## config.mk

```make
export PLATFORM = sky130hd
export DESIGN_NAME = pmu_global_ctl
export DESIGN_NICKNAME = d
export VERILOG_FILES = /design/src/rtl/pmu_glb_pkg.sv /design/src/rtl/pmu_cyc_counter.sv /design/src/rtl/pmu_ovf_status.sv /design/src/rtl/pmu_pmi_seq.sv /design/src/rtl/pmu_global_ctl.sv
export SDC_FILE = /design/constraint.sdc
export NUM_CORES = 1
export LEC_CHECK = 0
export ABC_AREA = 1
export BUFFER_PORTS_ARGS = -buffer_cell sky130_fd_sc_hd__clkbuf_2
export CORE_UTILIZATION = 38
export CTS_CLUSTER_DIAMETER = 100
export DETAILED_ROUTE_END_ITERATION = 7
export GPL_ROUTABILITY_DRIVEN = 0
export HOLD_SLACK_MARGIN = 0.1
export PLACE_DENSITY = 0.68
export SLEW_MARGIN = 30
export SYNTH_ARGS = -nofsm -noshare
export SYNTH_HDL_FRONTEND = slang
export SYNTH_SLANG_ARGS = --single-unit
```

## constraint.sdc

```tcl
create_clock -name clk -period 1.7 [get_ports clk]
set_clock_uncertainty 0.15 [all_clocks]
set_input_delay 0.34 -clock clk [delete_from_list [all_inputs] [get_ports clk]]
set_output_delay 0.34 -clock clk [all_outputs]
set_load 0.01 [all_outputs]
```

## src/rtl/pmu_glb_pkg.sv

```systemverilog
package pmu_glb_pkg;

    // register select codes on the write port
    typedef enum logic [1:0] {
        SEL_CTRL   = 2'd0,
        SEL_STATUS = 2'd1,
        SEL_FIXCTL = 2'd2,
        SEL_FIXCNT = 2'd3
    } cfg_sel_e;

    // control register bit positions
    localparam int CTL_EN_BIT     = 29;
    localparam int CTL_WAKE_BIT   = 30;
    localparam int CTL_FREEZE_BIT = 31;

    // cycle-counter control bit positions
    localparam int FIX_RUN_BIT    = 22;
    localparam int FIX_OVFEN_BIT  = 20;

    // status bit positions
    localparam int ST_W           = 4;
    localparam int ST_FIX         = 0;
    localparam int ST_ARB         = 1;
    localparam int ST_RSVD        = 2;
    localparam int ST_SLICE       = 3;

    localparam int RDBK_W         = 32;

    // per-core delivery states
    typedef enum logic [1:0] {
        DLV_IDLE = 2'd0,
        DLV_WAIT = 2'd1,
        DLV_SEND = 2'd2
    } dlv_state_e;

endpackage

```

## src/rtl/pmu_cyc_counter.sv

```systemverilog
module pmu_cyc_counter #(
    parameter int CNT_W = 48
) (
    input  logic             clk,
    input  logic             rst_n,
    input  logic             run_i,
    input  logic             ld_i,
    input  logic [CNT_W-1:0] ld_val_i,
    output logic [CNT_W-1:0] cnt_o,
    output logic             wrap_o
);
    typedef struct packed {
        logic [CNT_W-1:0] cnt;
    } cyc_t;

    cyc_t           c_d, c_q;
    logic [CNT_W:0] sum;

    always_comb begin
        c_d    = c_q;
        sum    = {1'b0, c_q.cnt} + {{CNT_W{1'b0}}, 1'b1};
        wrap_o = 1'b0;
        if (ld_i) begin
            c_d.cnt = ld_val_i;
        end else if (run_i) begin
            c_d.cnt = sum[CNT_W-1:0];
            wrap_o  = sum[CNT_W];
        end
    end

    always_ff @(posedge clk or negedge rst_n) begin
        if (!rst_n) c_q <= '0;
        else        c_q <= c_d;
    end

    assign cnt_o = c_q.cnt;
endmodule

```

## src/rtl/pmu_ovf_status.sv

```systemverilog
module pmu_ovf_status
    import pmu_glb_pkg::*;
#(
    parameter int N_SLICE_OVF = 8,
    parameter int N_ARB_OVF   = 2
) (
    input  logic                   clk,
    input  logic                   rst_n,
    input  logic                   fix_wrap_i,
    input  logic                   fix_ovf_en_i,
    input  logic [N_ARB_OVF-1:0]   arb_ovf_i,
    input  logic [N_SLICE_OVF-1:0] slice_ovf_i,
    input  logic                   clr_we_i,
    input  logic [ST_W-1:0]        clr_bits_i,
    output logic [ST_W-1:0]        status_o,
    output logic                   fire_o
);
    typedef struct packed {
        logic [ST_W-1:0] st;
        logic            src;
    } ovs_t;

    ovs_t            s_d, s_q;
    logic [ST_W-1:0] set_v;
    logic [ST_W-1:0] clr_v;
    logic            accepted;

    always_comb begin
        set_v           = '0;
        set_v[ST_FIX]   = fix_wrap_i;
        set_v[ST_ARB]   = |arb_ovf_i;
        set_v[ST_SLICE] = |slice_ovf_i;
        clr_v           = clr_we_i ? clr_bits_i : '0;
        accepted        = (fix_wrap_i & fix_ovf_en_i) | (|arb_ovf_i) | (|slice_ovf_i);

        s_d             = s_q;
        // hardware set takes priority over a same-cycle clear
        s_d.st          = (s_q.st & ~clr_v) | set_v;
        s_d.st[ST_RSVD] = 1'b0;
        s_d.src         = accepted;
        fire_o          = accepted & ~s_q.src;
    end

    always_ff @(posedge clk or negedge rst_n) begin
        if (!rst_n) s_q <= '0;
        else        s_q <= s_d;
    end

    assign status_o = s_q.st;
endmodule

```

## src/rtl/pmu_pmi_seq.sv

```systemverilog
module pmu_pmi_seq
    import pmu_glb_pkg::*;
(
    input  logic clk,
    input  logic rst_n,
    input  logic start_i,
    input  logic wake_mode_i,
    input  logic awake_i,
    output logic wake_req_o,
    output logic pmi_o
);
    typedef struct packed {
        dlv_state_e st;
    } seq_t;

    seq_t q_d, q_q;

    always_comb begin
        q_d = q_q;
        unique case (q_q.st)
            DLV_IDLE: begin
                if (start_i) begin
                    if (wake_mode_i)  q_d.st = DLV_WAIT;
                    else if (awake_i) q_d.st = DLV_SEND;
                end
            end
            DLV_WAIT: begin
                if (awake_i) q_d.st = DLV_SEND;
            end
            DLV_SEND: q_d.st = DLV_IDLE;
            default:  q_d.st = DLV_IDLE;
        endcase
    end

    always_ff @(posedge clk or negedge rst_n) begin
        if (!rst_n) q_q <= '{st: DLV_IDLE};
        else        q_q <= q_d;
    end

    assign wake_req_o = (q_q.st == DLV_WAIT);
    assign pmi_o      = (q_q.st == DLV_SEND);
endmodule

```

## src/rtl/pmu_global_ctl.sv

```systemverilog
module pmu_global_ctl
    import pmu_glb_pkg::*;
#(
    parameter int N_CORE      = 4,
    parameter int N_SLICE_OVF = 8,
    parameter int N_ARB_OVF   = 2,
    parameter int CNT_W       = 48,
    parameter int REG_W       = 64
) (
    input  logic                   clk,
    input  logic                   rst_n,
    input  logic                   cfg_we,
    input  logic [1:0]             cfg_sel,
    input  logic [REG_W-1:0]       cfg_wdata,
    input  logic [N_SLICE_OVF-1:0] slice_ovf_i,
    input  logic [N_ARB_OVF-1:0]   arb_ovf_i,
    input  logic [N_CORE-1:0]      core_awake_i,
    output logic                   glb_en_o,
    output logic [RDBK_W-1:0]      ctrl_o,
    output logic [ST_W-1:0]        status_o,
    output logic [RDBK_W-1:0]      fix_ctl_o,
    output logic [CNT_W-1:0]       fix_cnt_o,
    output logic [N_CORE-1:0]      wake_req_o,
    output logic [N_CORE-1:0]      pmi_o
);
    typedef struct packed {
        logic              freeze;
        logic              wake;
        logic              en;
        logic [N_CORE-1:0] sel;
        logic              fix_run;
        logic              fix_ovf_en;
    } ctl_t;

    ctl_t r_d, r_q;
    logic irq_fire;
    logic fix_wrap;
    logic wr_ctrl, wr_stat, wr_fctl, wr_fcnt;
    logic unused_wdata;

    assign wr_ctrl      = cfg_we && (cfg_sel == SEL_CTRL);
    assign wr_stat      = cfg_we && (cfg_sel == SEL_STATUS);
    assign wr_fctl      = cfg_we && (cfg_sel == SEL_FIXCTL);
    assign wr_fcnt      = cfg_we && (cfg_sel == SEL_FIXCNT);
    assign unused_wdata = ^cfg_wdata;

    always_comb begin
        r_d = r_q;
        if (wr_ctrl) begin
            r_d.freeze = cfg_wdata[CTL_FREEZE_BIT];
            r_d.wake   = cfg_wdata[CTL_WAKE_BIT];
            r_d.en     = cfg_wdata[CTL_EN_BIT];
            r_d.sel    = cfg_wdata[N_CORE-1:0];
        end
        if (wr_fctl) begin
            r_d.fix_run    = cfg_wdata[FIX_RUN_BIT];
            r_d.fix_ovf_en = cfg_wdata[FIX_OVFEN_BIT];
        end
        // freeze on interrupt overrides any same-cycle enable write
        if (irq_fire && r_q.freeze) r_d.en = 1'b0;
    end

    always_ff @(posedge clk or negedge rst_n) begin
        if (!rst_n) r_q <= '0;
        else        r_q <= r_d;
    end

    always_comb begin
        ctrl_o                 = '0;
        ctrl_o[CTL_FREEZE_BIT] = r_q.freeze;
        ctrl_o[CTL_WAKE_BIT]   = r_q.wake;
        ctrl_o[CTL_EN_BIT]     = r_q.en;
        ctrl_o[N_CORE-1:0]     = r_q.sel;
        fix_ctl_o                = '0;
        fix_ctl_o[FIX_RUN_BIT]   = r_q.fix_run;
        fix_ctl_o[FIX_OVFEN_BIT] = r_q.fix_ovf_en;
    end

    assign glb_en_o = r_q.en;

    pmu_cyc_counter #(.CNT_W(CNT_W)) u_cyc (
        .clk      (clk),
        .rst_n    (rst_n),
        .run_i    (r_q.fix_run & r_q.en),
        .ld_i     (wr_fcnt),
        .ld_val_i (cfg_wdata[CNT_W-1:0]),
        .cnt_o    (fix_cnt_o),
        .wrap_o   (fix_wrap)
    );

    pmu_ovf_status #(.N_SLICE_OVF(N_SLICE_OVF), .N_ARB_OVF(N_ARB_OVF)) u_stat (
        .clk          (clk),
        .rst_n        (rst_n),
        .fix_wrap_i   (fix_wrap),
        .fix_ovf_en_i (r_q.fix_ovf_en),
        .arb_ovf_i    (arb_ovf_i),
        .slice_ovf_i  (slice_ovf_i),
        .clr_we_i     (wr_stat),
        .clr_bits_i   (cfg_wdata[ST_W-1:0]),
        .status_o     (status_o),
        .fire_o       (irq_fire)
    );

    for (genvar c = 0; c < N_CORE; c++) begin : g_core
        pmu_pmi_seq u_seq (
            .clk         (clk),
            .rst_n       (rst_n),
            .start_i     (irq_fire & r_q.sel[c]),
            .wake_mode_i (r_q.wake),
            .awake_i     (core_awake_i[c]),
            .wake_req_o  (wake_req_o[c]),
            .pmi_o       (pmi_o[c])
        );
    end
endmodule

```

Word level (Yosys, flattened, before mapping)
Index checks and enable logic that the tools add are counted.
W data, S select, Z words.
{ "totals": {"input_bits": 83, "mem_bits_rw": 0, "n_memories": 0, "ff_bits": 69, "latch_bits": 0, "rom_bits": 0, "word_cells": 79} }
{ "classes": {"multipliers": 0, "n_bitwise": 13, "n_shift": 0, "n_div": 0, "mux": 23, "n_eq_ne": 15, "reduce_logical": 14, "n_addsub": 1, "order_cmp": 0} }
{ "op_table": {"columns": ["operator", "count"], "rows": [
  ["$mux W48", 2],
  ["$add A48 B1 Y49 const B", 1],
  ["$mux W2", 12],
  ["$pmux W2 S2", 4],
  ["$eq A2 B2 Y1 const B", 6],
  ["$eq A2 B1 Y1 const B", 5],
  ["$logic_not A2 Y1", 5],
  ["$ne A2 B1 Y1 const B", 4],
  ["$reduce_or A8 Y1", 1],
  ["$and A1 B1 Y1", 7],
  ["$logic_and A1 B1 Y1", 5],
  ["$mux W5", 1],
  ["$and A4 B4 Y4", 1],
  ["$mux W4", 1],
  ["$not A4 Y4", 1],
  ["$or A4 B4 Y4", 1],
  ["$reduce_bool A2 Y1", 2],
  ["$mux W1", 3],
  ["$or A1 B1 Y1", 2],
  ["$reduce_or A2 Y1", 1],
  ["$not A1 Y1", 1]
]} }

Depth between registers and ports, before layout
Gate-level depths: netlist of run 1.
{ "depth": {"depth_word": 10, "mapped_depth": 11, "mapped_depth_nobuf": 11} }

Hierarchy
From an unflattened synthesis of run 1, not the netlist that was laid out.
{ "hier_totals": {"cells_unflattened": 727, "hier_area_um2": 5058.6} }
{ "by_module_without_submodules": {"columns": ["module", "n_inst", "area_per_inst_um2", "cells_each"], "rows": [
  ["pmu_cyc_counter", 1, 3522.1, 516],
  ["pmu_global_ctl", 1, 870.8, 113],
  ["pmu_pmi_seq", 4, 110.1, 17],
  ["pmu_ovf_status", 1, 225.2, 30]
]} }

Worst setup path before layout of run 1
OpenSTA, ideal clock, no wires.
{ "synth_timing": {"path_type": "flip-flop to flip-flop", "from": "register u_cyc.c_q (netlist bit u_cyc.cnt_o[0])", "to": "register u_cyc.c_q (netlist bit u_cyc.cnt_o[34])", "synth_period_minus_slack_ps": 1857, "required_ps": 1433, "stages_incl_launch_ff": 12, "t_arrival_ps": 1590, "slack_ps": -157, "path_cell_list": "dfrtp_1 ha_1 nand2_2 nor2_4 nand2_2 nor2_8 nand2_1 nor2_2 nand2_1 xor2_1 nand2_1 nand2_1"} }
{ "synth_between": {"elab_chain_cells": 3} }
{ "synth_lines": {"columns": ["item", "line", "text"], "rows": [
  ["from (decl)", "pmu_cyc_counter.sv:16", "cyc_t c_d, c_q;"],
  ["from (signal assigned)", "pmu_cyc_counter.sv:32", "if (!rst_n) c_q <= '0;"],
  ["from (signal assigned)", "pmu_cyc_counter.sv:33", "else c_q <= c_d;"],
  ["$add A48 B1 Y49", "pmu_cyc_counter.sv:21", "sum = {1'b0, c_q.cnt} + {{CNT_W{1'b0}}, 1'b1};"],
  ["$mux W48", "pmu_cyc_counter.sv:25", "end else if (run_i) begin"],
  ["$mux W48", "pmu_cyc_counter.sv:23", "if (ld_i) begin"]
]} }
No other way between the ends. The select of a mux whose other input is x is not followed.
A chain may end at the register's enable or synchronous reset.

Final worst setup path of run 1
{ "layout_timing": {"from": "register u_cyc.c_q (netlist bit u_cyc.cnt_o[1])", "to": "register g_core[2].u_seq.q_q[1] (netlist name)"} }
{ "layout_between": {"elab_chain_cells": 9} }
{ "layout_lines": {"columns": ["item", "line", "text"], "rows": [
  ["$add A48 B1 Y49", "pmu_cyc_counter.sv:21", null],
  ["$mux W1", "pmu_cyc_counter.sv:25", null],
  ["$mux W1", "pmu_cyc_counter.sv:23", null],
  ["$and A1 B1 Y1", "pmu_ovf_status.sv:34", "accepted = (fix_wrap_i & fix_ovf_en_i) | (|arb_ovf_i) | (|slice_ovf_i);"],
  ["$or A1 B1 Y1 (2 in series)", "pmu_ovf_status.sv:34", null],
  ["net u_stat.accepted", "pmu_ovf_status.sv:26", "logic accepted;"],
  ["$and A1 B1 Y1", "pmu_ovf_status.sv:41", "fire_o = accepted & ~s_q.src;"],
  ["$and A1 B1 Y1", "pmu_global_ctl.sv:108", ".start_i (irq_fire & r_q.sel[c]),"],
  ["$ne A2 B1 Y1 (no line)", null, null],
  ["to (signal assigned)", "pmu_pmi_seq.sv:36", "if (!rst_n) q_q <= '{st: DLV_IDLE};"],
  ["to (signal assigned)", "pmu_pmi_seq.sv:37", "else q_q <= q_d;"],
  ["to (decl)", "pmu_pmi_seq.sv:16", "seq_t q_d, q_q;"]
]} }
The timed path passes the listed nets, and every way through them passes these cells.

==> flow_summary.ini, run 1 <==
[placed_design]
buffer_ports.inserted = 135
dpl_worst_slack_ns = -0.1433
dp_hpwl_mm = 11.99

[routing]
highest_layer = met4
drt_pass1_iterations = 5
ant_nets = 0
route.detailed.drc = 0
viasPerCell = 4.735
first_iter_violations = 337
met2_wirelength_mm = 8.040
wirelength_mm = 16.84
wl_met3_um = 893
via_count = 5644
route.layer.met1.wl_mm = 7.357
wire_per_inst_um = 14.13

[timing]
period_needed_ns = 1.824
timing.fmax_mhz = 548.3
setup_ws_ns = -0.1237
period_share_pct = 107.3
setup_viol = 33
slew_viol_final = 0
whs_ns = 0.09819
finalHoldViolCount = 0
rsz0062_at_grt = true

[setup_path]
crit_path_start_kind = register
crit_family = simple AND/OR/NAND/NOR gates
crit_path_frequent_cell = nand2_4
critical-path-slowest-cell = dfrtp_1
cp-end-kind = register
arrival_ns = 1.96
path_max_fanout = 6
max_stage_delay_ns = 0.41
crit_chain = ha_4 -> nand2_4 -> nor2_4 -> nand2_4 -> nor2_8 -> nand4_1 -> nand2_4 -> nand3_2 -> a21oi_2
crit_type = reg -> reg
crit_buf_inv = 0
critical_path_required_ns = 1.83

[run]
maxCapViolations = 0

[global_routing]
grt_pass1_wl_mm = 25.60
grt_max_degree = 70
grt_overflow = 0
grt_pass1_vias = 5214
grt_use_total_pct = 23.65
antenna_found_initial = 0

[run_status]
status = finished with violations
violations = negative setup slack

[floorplanning]
die_area_um2 = 13910
die_w_um = 118.0
io_pins = 208
initial_utilization_pct = 38.74
dieHeight_um = 118.0
rows = 42
core_um2 = 13190

[synthesis]
synthFlopType = dfrtp_1
synth-seq-area-share_pct = 33.79
synth_area_um2 = 5110
synthCells = 733
yosysMostFrequentCell = nand2_1
synth_cell_types = 37
synth_seq_cells = 69
synth_top_area_share_pct = 33.79
avgSynthCellArea_um2 = 6.971
synth_area_leaders = dfrtp_1 34%, nand2_1 14%, buf_4 10%
synth_edf_count = 0
yosysTopAreaCell = dfrtp_1
yosys_warnings = 0
async_flop_share_pct = 100.0
synth_common_cells = 194 x nand2_1, 92 x inv_1, 74 x nor2_1

[hold_path]
min_path_type = in -> reg

[pwr]
vdd_drop_max_uv = 742.4
p_leak_uw = 0.003826
power_density_nw_per_um2 = 1085

[clocking]
path_clk_slew_ns = 0.06
cts-root-buf = clkbuf_16
cts_buffers = 9
h-tree-depth = 3
cts_tree = built
clk_latency_ns = 0.35
clock_path_buffers = 2
clock_sinks = 69

[finish]
fillers = 1197
multi_input_area_um2 = 3142
regArea_um2 = 1732
drive_gt1_share_pct = 41.54
area_growth_pct = 52.77
final_nets = 1095
antenna_cells = 0
[area by class of cell]
cell class	instances	share of cell area [%]
multi-input combinational	539	40.25
clock buffer	9	2.885
sequential	69	22.18
tap	176	2.821
clock inverter	7	1.571
timing repair buffer	296	25.65
inverter	96	4.648
[worst reg2reg max path, delay by kind of cell, from the launching register on]
kind	cells	cell delay, ns
AO/OA/AOI/OAI	1	0.15
adder cells (fa/ha/maj)	1	0.18
flip-flops	1	0.41
AND/OR/NAND/NOR	7	0.87
[sequential cells by signal (all words and copies together) (netlist names)]
name,flops
fix_ctl_o,2
g_core.u_seq.q_q,8
glb_en_o,1
u_stat.s_q,1
u_cyc.cnt_o,48
u_stat.status_o,3
ctrl_o,6
[report_power, final]
| group | total (µW) | internal [µW] | switching, µW |
|---|---|---|---|
| clock | 2230 | 1440 | 789 |
| combinational | 3710 | 1740 | 1970 |
| sequential | 2530 | 2070 | 464 |
[logic make-up after synthesis]
group,synth area share (%)
other,0.07339
AOI/OAI and AO/OA,9.990
xor gates and xnor gates,5.656
buffers and inverters,18.39
adders and majority gates,0.2448
and+or+nand+nor,31.64
muxes,0.2204
DFF,33.79
[layer usage]
layer	vias to the layer above	global-route usage [%]
li1	2757	-
met1	2640	30.63
met2	211	38.16
met3	36	4.457
met4	0	10.82
met5	-	0
[cells in the final DEF (no fill, tap or decap), types with 26 or more instances in the layout]
cell type	synthesis	final
buf_4	70	130
nand2_1	194	175
nor2_2	8	26
o21ai_0	31	30
nand3_1	40	29
xor2_1	29	28
nor2_1	74	40
clkbuf_2	0	134
conb_1	1	56
inv_1	92	89
dfrtp_1	69	65
[final timing paths]
| path | start | end | slack (ns) | cells past startpoint |
|---|---|---|---|---|
| worst min-delay path | core_awake_i[3] | g_core[3].u_seq.q_q[1]$_DFFE_PN0P_ | 0.1 | 3 |
| max in group asynchronous | rst_n | u_cyc.cnt_o[3]$_DFFE_PN0P_ | 0.66 | 3 |
| worst max register to register | u_cyc.cnt_o[1]$_DFFE_PN0P_ | g_core[2].u_seq.q_q[1]$_DFFE_PN0P_ | -0.12 | 9 |
| worst max-delay path | u_cyc.cnt_o[1]$_DFFE_PN0P_ | g_core[2].u_seq.q_q[1]$_DFFE_PN0P_ | -0.12 | 9 |
| worst min register to register | u_stat.status_o[1]$_DFF_PN0_ | u_stat.status_o[1]$_DFF_PN0_ | 0.35 | 2 |
| min in group asynchronous | rst_n | ctrl_o[31]$_DFFE_PN0P_ | 0.37 | 3 |
[stage by stage]
step                setup TNS [ns]  cell area (µm²)  power, µW  instances  util, %
floorplan                  -0.4153             5343       4076        788        -
global placement            -2.202             6465       5545       1119    49.01
detailed placement          -3.194             6465       5602       1119    49.01
CTS                        -0.9610             7289       8116       1171    55.26
global route                -5.392             7806       8938       1192    59.18
finish                      -1.713             7806       8469       1192    59.18
[repair_timing]
item / 4_1_cts / 5_1_grt
buffers inserted: 16 / 22
hold endpoints to repair: 87 / 0
gates resized for setup: 37 / 93
pin swaps: 11 / 32
hold buffers: 20 / 0
endpoints found under the setup margin: 41 / 50
(Power assumes the default switching activity.)
==> run 2: changes to the inputs <==
--- a/config.mk
+++ b/config.mk
@@ -7,12 +7,12 @@
 export LEC_CHECK = 0
 export ABC_AREA = 1
 export BUFFER_PORTS_ARGS = -buffer_cell sky130_fd_sc_hd__clkbuf_2
-export CORE_UTILIZATION = 38
+export CORE_UTILIZATION = 45
 export CTS_CLUSTER_DIAMETER = 100
 export DETAILED_ROUTE_END_ITERATION = 7
 export GPL_ROUTABILITY_DRIVEN = 0
 export HOLD_SLACK_MARGIN = 0.1
-export PLACE_DENSITY = 0.68
+export PLACE_DENSITY = 0.78
 export SLEW_MARGIN = 30
 export SYNTH_ARGS = -nofsm -noshare
 export SYNTH_HDL_FRONTEND = slang
==> run 2 against run 1 <==
Compared with the run above:
- the flow still finishes with violations (negative setup slack)
- critical path type unchanged
- worst hold slack better by 0.011 ns
- first-iteration DRC count is 26% higher
- sequential cell count stayed put
- sequential share of layout area is 0.82 points higher
- largest power group unchanged
- cell area is 3.4% lower
- combinational power is 2% lower
==> flow_summary.ini, run 2 (synthesized netlist as in run 1, its figures left out) <==
[hold_path]
min_path_type = in -> reg
min_from = cfg_wdata[8]
hold_depth = 3

[timing]
period_share_pct = 109.7
finalHoldViolCount = 0
finalSetupTns_ns = -3.149
timing.fmax_mhz = 536.2
period_needed_ns = 1.865
slew_viol_final = 0
setup_viol = 38
whs_ns = 0.1096
setup_ws_ns = -0.1648
rsz0062_at_grt = true

[setup_path]
arrival_ns = 1.98
crit_chain = nand2_1 -> nor2_2 -> nand2_1 -> nor2_2 -> nand4_1 -> nand2_4 -> nand3_4 -> a21oi_2
critical_path_required_ns = 1.81
max_stage_delay_ns = 0.40
critical-path-slowest-cell = dfrtp_1
crit_buf_inv = 0
reg2reg_from = u_cyc.cnt_o[17]$_DFFE_PN0P_
path_depth = 8
crit_path_start_kind = register
crit_family = simple AND/OR/NAND/NOR gates
crit_start = u_cyc.cnt_o[17]$_DFFE_PN0P_
path_max_fanout = 6
rr_worst_depth = 8
cp-end-kind = register
crit_type = reg -> reg

[routing]
route.detailed.drc = 0
first_iter_violations = 424
wire_per_inst_um = 15.26
via_count = 5859
ant_nets = 0
wirelength_mm = 17.38
viasPerCell = 5.144
drt_pass1_iterations = 5

[pwr]
power_density_nw_per_um2 = 1055
p_leak_uw = 0.003673
vdd_drop_max_uv = 654.4

[clocking]
clock_path_buffers = 2
h-tree-depth = 3
cts_tree = built
cts-root-buf = clkbuf_16
clock_sinks = 69
clk_latency_ns = 0.34
path_clk_slew_ns = 0.06
cts_buffers = 9

[floorplanning]
rows = 38
dieHeight_um = 108.6
io_pins = 208
die_area_um2 = 11790
initial_utilization_pct = 46.73
die_w_um = 108.6
core_um2 = 10940

[run_status]
violations = negative setup slack
status = finished with violations

[finish]
final_nets = 1078
drive_gt1_share_pct = 41.14
final_common_cell = nand2_1
antenna_cells = 0
post-route-util_pct = 68.94
area_growth_pct = 47.53
largest_reg_flops = 48
mostFrequentLayoutCells = 174 x nand2_1, 134 x clkbuf_2, 117 x buf_4
stdcell_count = 1139

[placed_design]
dp_cells = 1083
buffer_ports.inserted = 135
dp_hpwl_mm = 11.77

[global_routing]
antenna_found_initial = 0
grt_max_degree = 70
grt_pass1_wl_mm = 24.85
grt_pass1_vias = 5170
grt_use_total_pct = 27.70
grt_overflow = 0

[run]
maxCapViolations = 0
run 2: metrics by stage:
step	power (µW)	setup slack [ns]	instance area, µm²
finish	7954	-0.1648	7538
global route	8372	-0.2645	7538
CTS	7509	-0.09194	7036
detailed placement	5627	-0.1592	6445
global placement	5550	-0.09156	6445
floorplan	4076	-0.09148	5343
run 2: final timing paths:
| path | slack [ns] | to |
|---|---|---|
| max in group asynchronous | 0.64 | u_cyc.cnt_o[22]$_DFFE_PN0P_ |
| max | -0.16 | g_core[3].u_seq.q_q[1]$_DFFE_PN0P_ |
| min in group asynchronous | 0.39 | u_cyc.cnt_o[46]$_DFFE_PN0P_ |
| max reg2reg | -0.16 | g_core[3].u_seq.q_q[1]$_DFFE_PN0P_ |
| min reg2reg | 0.35 | u_stat.status_o[3]$_DFF_PN0_ |
| min | 0.11 | u_cyc.cnt_o[8]$_DFFE_PN0P_ |
run 2: routing by layer:
| layer | vias up | part of all wire, % | global-route usage [%] |
|---|---|---|---|
| li1 | 2723 | - | - |
| met4 | 0 | 4.2 | 12.45 |
| met3 | 73 | 9.2 | 4.521 |
| met5 | - | 0 | 0 |
| met1 | 2708 | 38 | 34.78 |
| met2 | 355 | 48 | 46.61 |
run 2: report_power, final:
group | switching (µW) | total, µW | internal (µW) | leakage (µW)
Clock | 761 | 1750 | 985 | 0.000124
Combinational | 1990 | 3650 | 1660 | 0.00269
Sequential | 485 | 2550 | 2070 | 0.000856
Total | 3240 | 7950 | 4720 | 0.00367
run 2: repair_timing:
item,4_1_cts,5_1_grt
setup endpoints to repair,42,50
hold endpoints to repair,84,0
resized for setup,31,97
setup buffers,3,21
hold buffers,17,0
pin swaps,7,25
run 2: worst reg2reg max path, delay by kind of cell (launching register included):
kind | cells | cell delay [ns]
simple gates | 7 | 1.09
flops | 1 | 0.40
compound gates | 1 | 0.16
run 2: final cells by class:
cell class              instances  area (µm²)
flip-flops and latches         69        1734
repair buffers                279        1881
clock buffers                  10       229.0
clock inverters                 6       41.29
multi-input cells             539        3118
fillers                       842        3397
inverters                      96       360.3
well taps                     140       175.2
==> run 3: changes to the inputs <==
--- a/config.mk
+++ b/config.mk
@@ -7,12 +7,14 @@
 export LEC_CHECK = 0
 export ABC_AREA = 1
 export BUFFER_PORTS_ARGS = -buffer_cell sky130_fd_sc_hd__clkbuf_2
-export CORE_UTILIZATION = 45
+export CELL_PAD_IN_SITES_DETAIL_PLACEMENT = 1
+export CELL_PAD_IN_SITES_GLOBAL_PLACEMENT = 2
+export CORE_UTILIZATION = 23
 export CTS_CLUSTER_DIAMETER = 100
 export DETAILED_ROUTE_END_ITERATION = 7
 export GPL_ROUTABILITY_DRIVEN = 0
 export HOLD_SLACK_MARGIN = 0.1
-export PLACE_DENSITY = 0.78
+export PLACE_DENSITY_LB_ADDON = 0.1
 export SLEW_MARGIN = 30
 export SYNTH_ARGS = -nofsm -noshare
 export SYNTH_HDL_FRONTEND = slang
==> run 3 against run 2 <==
Compared with the run above:
- the flow still finishes with violations (negative setup slack)
- die area up 94%
- setup slack gained 0.054 ns
- critical endpoint is now g_core[1].u_seq.q_q[1]$_DFFE_PN0P_
- combinational power rose by 20%
- critical path depth did not move
- sequential share of layout area decreased by 2.5 points
- critical path type unchanged
- largest power group unchanged
- global-route usage is 8.3 points lower
- register-to-register slack improved by 0.05 ns
- largest cell class unchanged
- via count down 1.6%
- cell area up 13%
- non-clock buffer count grew 52
- first-iteration DRC count fell by 76%
- total power rose by 12%
==> flow_summary.ini, run 3 (synthesized netlist as in run 1, its figures left out) <==
[setup_path]
critical_path_required_ns = 1.82
crit_type = reg -> reg
r2r_slack_ns = -0.11
reg2reg_from = u_cyc.cnt_o[46]$_DFFE_PN0P_
crit_path_start_kind = register
crit_family = simple AND/OR/NAND/NOR gates
max_stage_delay_ns = 0.35
crit_buf_inv = 0
cp-end-kind = register
r2r-end = g_core[1].u_seq.q_q[1]$_DFFE_PN0P_
rr_worst_depth = 8
path_max_fanout = 6
crit_chain = nand2_1 -> nor2_1 -> nand3_1 -> nor2_2 -> nand4_1 -> nand2_4 -> nand3_4 -> a21oi_2
arrival_ns = 1.93
critical-path-slowest-cell = dfrtp_1

[run]
maxCapViolations = 0

[global_routing]
grt_pass1_wl_mm = 32.91
grt_use_total_pct = 19.43
antenna_found_initial = 0
grt_overflow = 0
grt_pass1_vias = 6121
grt_max_degree = 70

[pwr]
power_density_nw_per_um2 = 1048
vdd_drop_max_uv = 400.8
p_leak_uw = 0.004146

[timing]
setup_viol = 30
whs_ns = 0.1145
timing.fmax_mhz = 552.1
slew_viol_final = 0
setup_ws_ns = -0.1113
rsz0062_at_grt = true
finalHoldViolCount = 0
period_needed_ns = 1.811
finalSetupTns_ns = -1.533
period_share_pct = 106.5

[finish]
mostFrequentLayoutCells = 156 x nand2_1, 144 x buf_4, 129 x clkbuf_2
drive_gt1_share_pct = 46.62
post-route-util_pct = 38.92
area_growth_pct = 66.23
final_nets = 1130
final_common_cell = nand2_1
stdcell_count = 1331
largest_reg_flops = 48
fin_area_um2 = 8494
antenna_cells = 0

[run_status]
violations = negative setup slack
status = finished with violations

[clocking]
clock_path_buffers = 2
clk_latency_ns = 0.35
cts_tree = built
clock_sinks = 69
h-tree-depth = 3
cts-root-buf = clkbuf_16
cts_buffers = 9
path_clk_slew_ns = 0.06

[routing]
drt_pass1_iterations = 4
ant_nets = 0
wire_per_inst_um = 16.24
viasPerCell = 4.331
wirelength_mm = 21.62
first_iter_violations = 101
route.detailed.drc = 0
via_count = 5764

[floorplanning]
initial_utilization_pct = 23.41
rows = 54
die_area_um2 = 22820
io_pins = 208
core_um2 = 21820
dieHeight_um = 151.1
die_w_um = 151.1

[hold_path]
hold_end = u_cyc.cnt_o[8]$_DFFE_PN0P_
min_from = cfg_wdata[8]
min_path_type = in -> reg
hold_depth = 3

[placed_design]
dp_cells = 1259
buffer_ports.inserted = 135
dp_hpwl_mm = 16.82
placed_cell_area_um2 = 6940
-- run 3: cell count changes in the layout (fill, tap and decap cells not counted), moves of 7 or more --
cell / previous run / this run
buf_4: 117 / 144
buf_6: 5 / 26
nand2_1: 174 / 156
nand2_2: 23 / 33
nand2_4: 5 / 13
nand3_1: 31 / 23
nand3_2: 10 / 17
nor2_2: 25 / 17
nor2_4: 20 / 32
-- run 3: per-stage QoR --
step                      total power [µW]  setup slack [ns]
after floorplan                       4076          -0.09148
after global placement                5996           -0.2574
after detailed placement              6096           -0.3005
after CTS                             8616           -0.1550
after global routing                  9511           -0.1949
final                                 8904           -0.1113
-- run 3: what timing repair did --
| item | 4_1_cts | 5_1_grt |
|---|---|---|
| endpoints found under the hold margin | 90 | 0 |
| hold buffers | 23 | 0 |
| setup endpoints to repair | 51 | 56 |
| buffers inserted | 21 | 16 |
| cloned | 0 | 0 |
| pin swaps | 29 | 37 |
| resized for setup | 106 | 104 |
-- run 3: worst max-delay path by stage --
stage	start	end	slack (ns)	cells past startpoint
3_5_place_dp	u_cyc.cnt_o[16]$_DFFE_PN0P_	g_core[3].u_seq.q_q[1]$_DFFE_PN0P_	-0.30	9
5_1_grt	u_cyc.cnt_o[0]$_DFFE_PN0P_	u_cyc.cnt_o[18]$_DFFE_PN0P_	-0.19	8
3_3_place_gp	u_cyc.cnt_o[9]$_DFFE_PN0P_	u_cyc.cnt_o[42]$_DFFE_PN0P_	-0.26	9
2_1_floorplan	u_cyc.cnt_o[1]$_DFFE_PN0P_	u_cyc.cnt_o[34]$_DFFE_PN0P_	-0.09	11
4_1_cts	u_cyc.cnt_o[1]$_DFFE_PN0P_	u_cyc.cnt_o[18]$_DFFE_PN0P_	-0.15	8
6_report	u_cyc.cnt_o[46]$_DFFE_PN0P_	g_core[1].u_seq.q_q[1]$_DFFE_PN0P_	-0.11	8
-- run 3: cell type report --
class,instances,area (µm²)
fill,2679,13330
multi-input combinational,539,3331
timing repair buffer,331,2415
sequential,69,1738
inverter,96,360.3
tap,280,350.3
clock buffer,10,239.0
clock inverter,6,61.31
-- run 3: power by group --
part,internal (µW),switching (µW),leakage (µW)
Clock,1170,808,0.000149
Combinational,2160,2220,0.00315
Sequential,2070,471,0.000852
-- run 3: metal layers --
metal	vias up	wire length (µm)	global-route usage (%)
li1	2823	-	-
met1	2795	9480	23.72
met2	123	11150	35.41
met3	23	593	2.169
met4	0	399	6.000
met5	-	0	0
-- run 3: worst reg2reg max path, delay by kind of cell, from the launching register on --
family | cells | cell delay, ns
AO/OA/AOI/OAI | 1 | 0.17
flip-flops | 1 | 0.35
AND/OR/NAND/NOR | 7 | 1.08
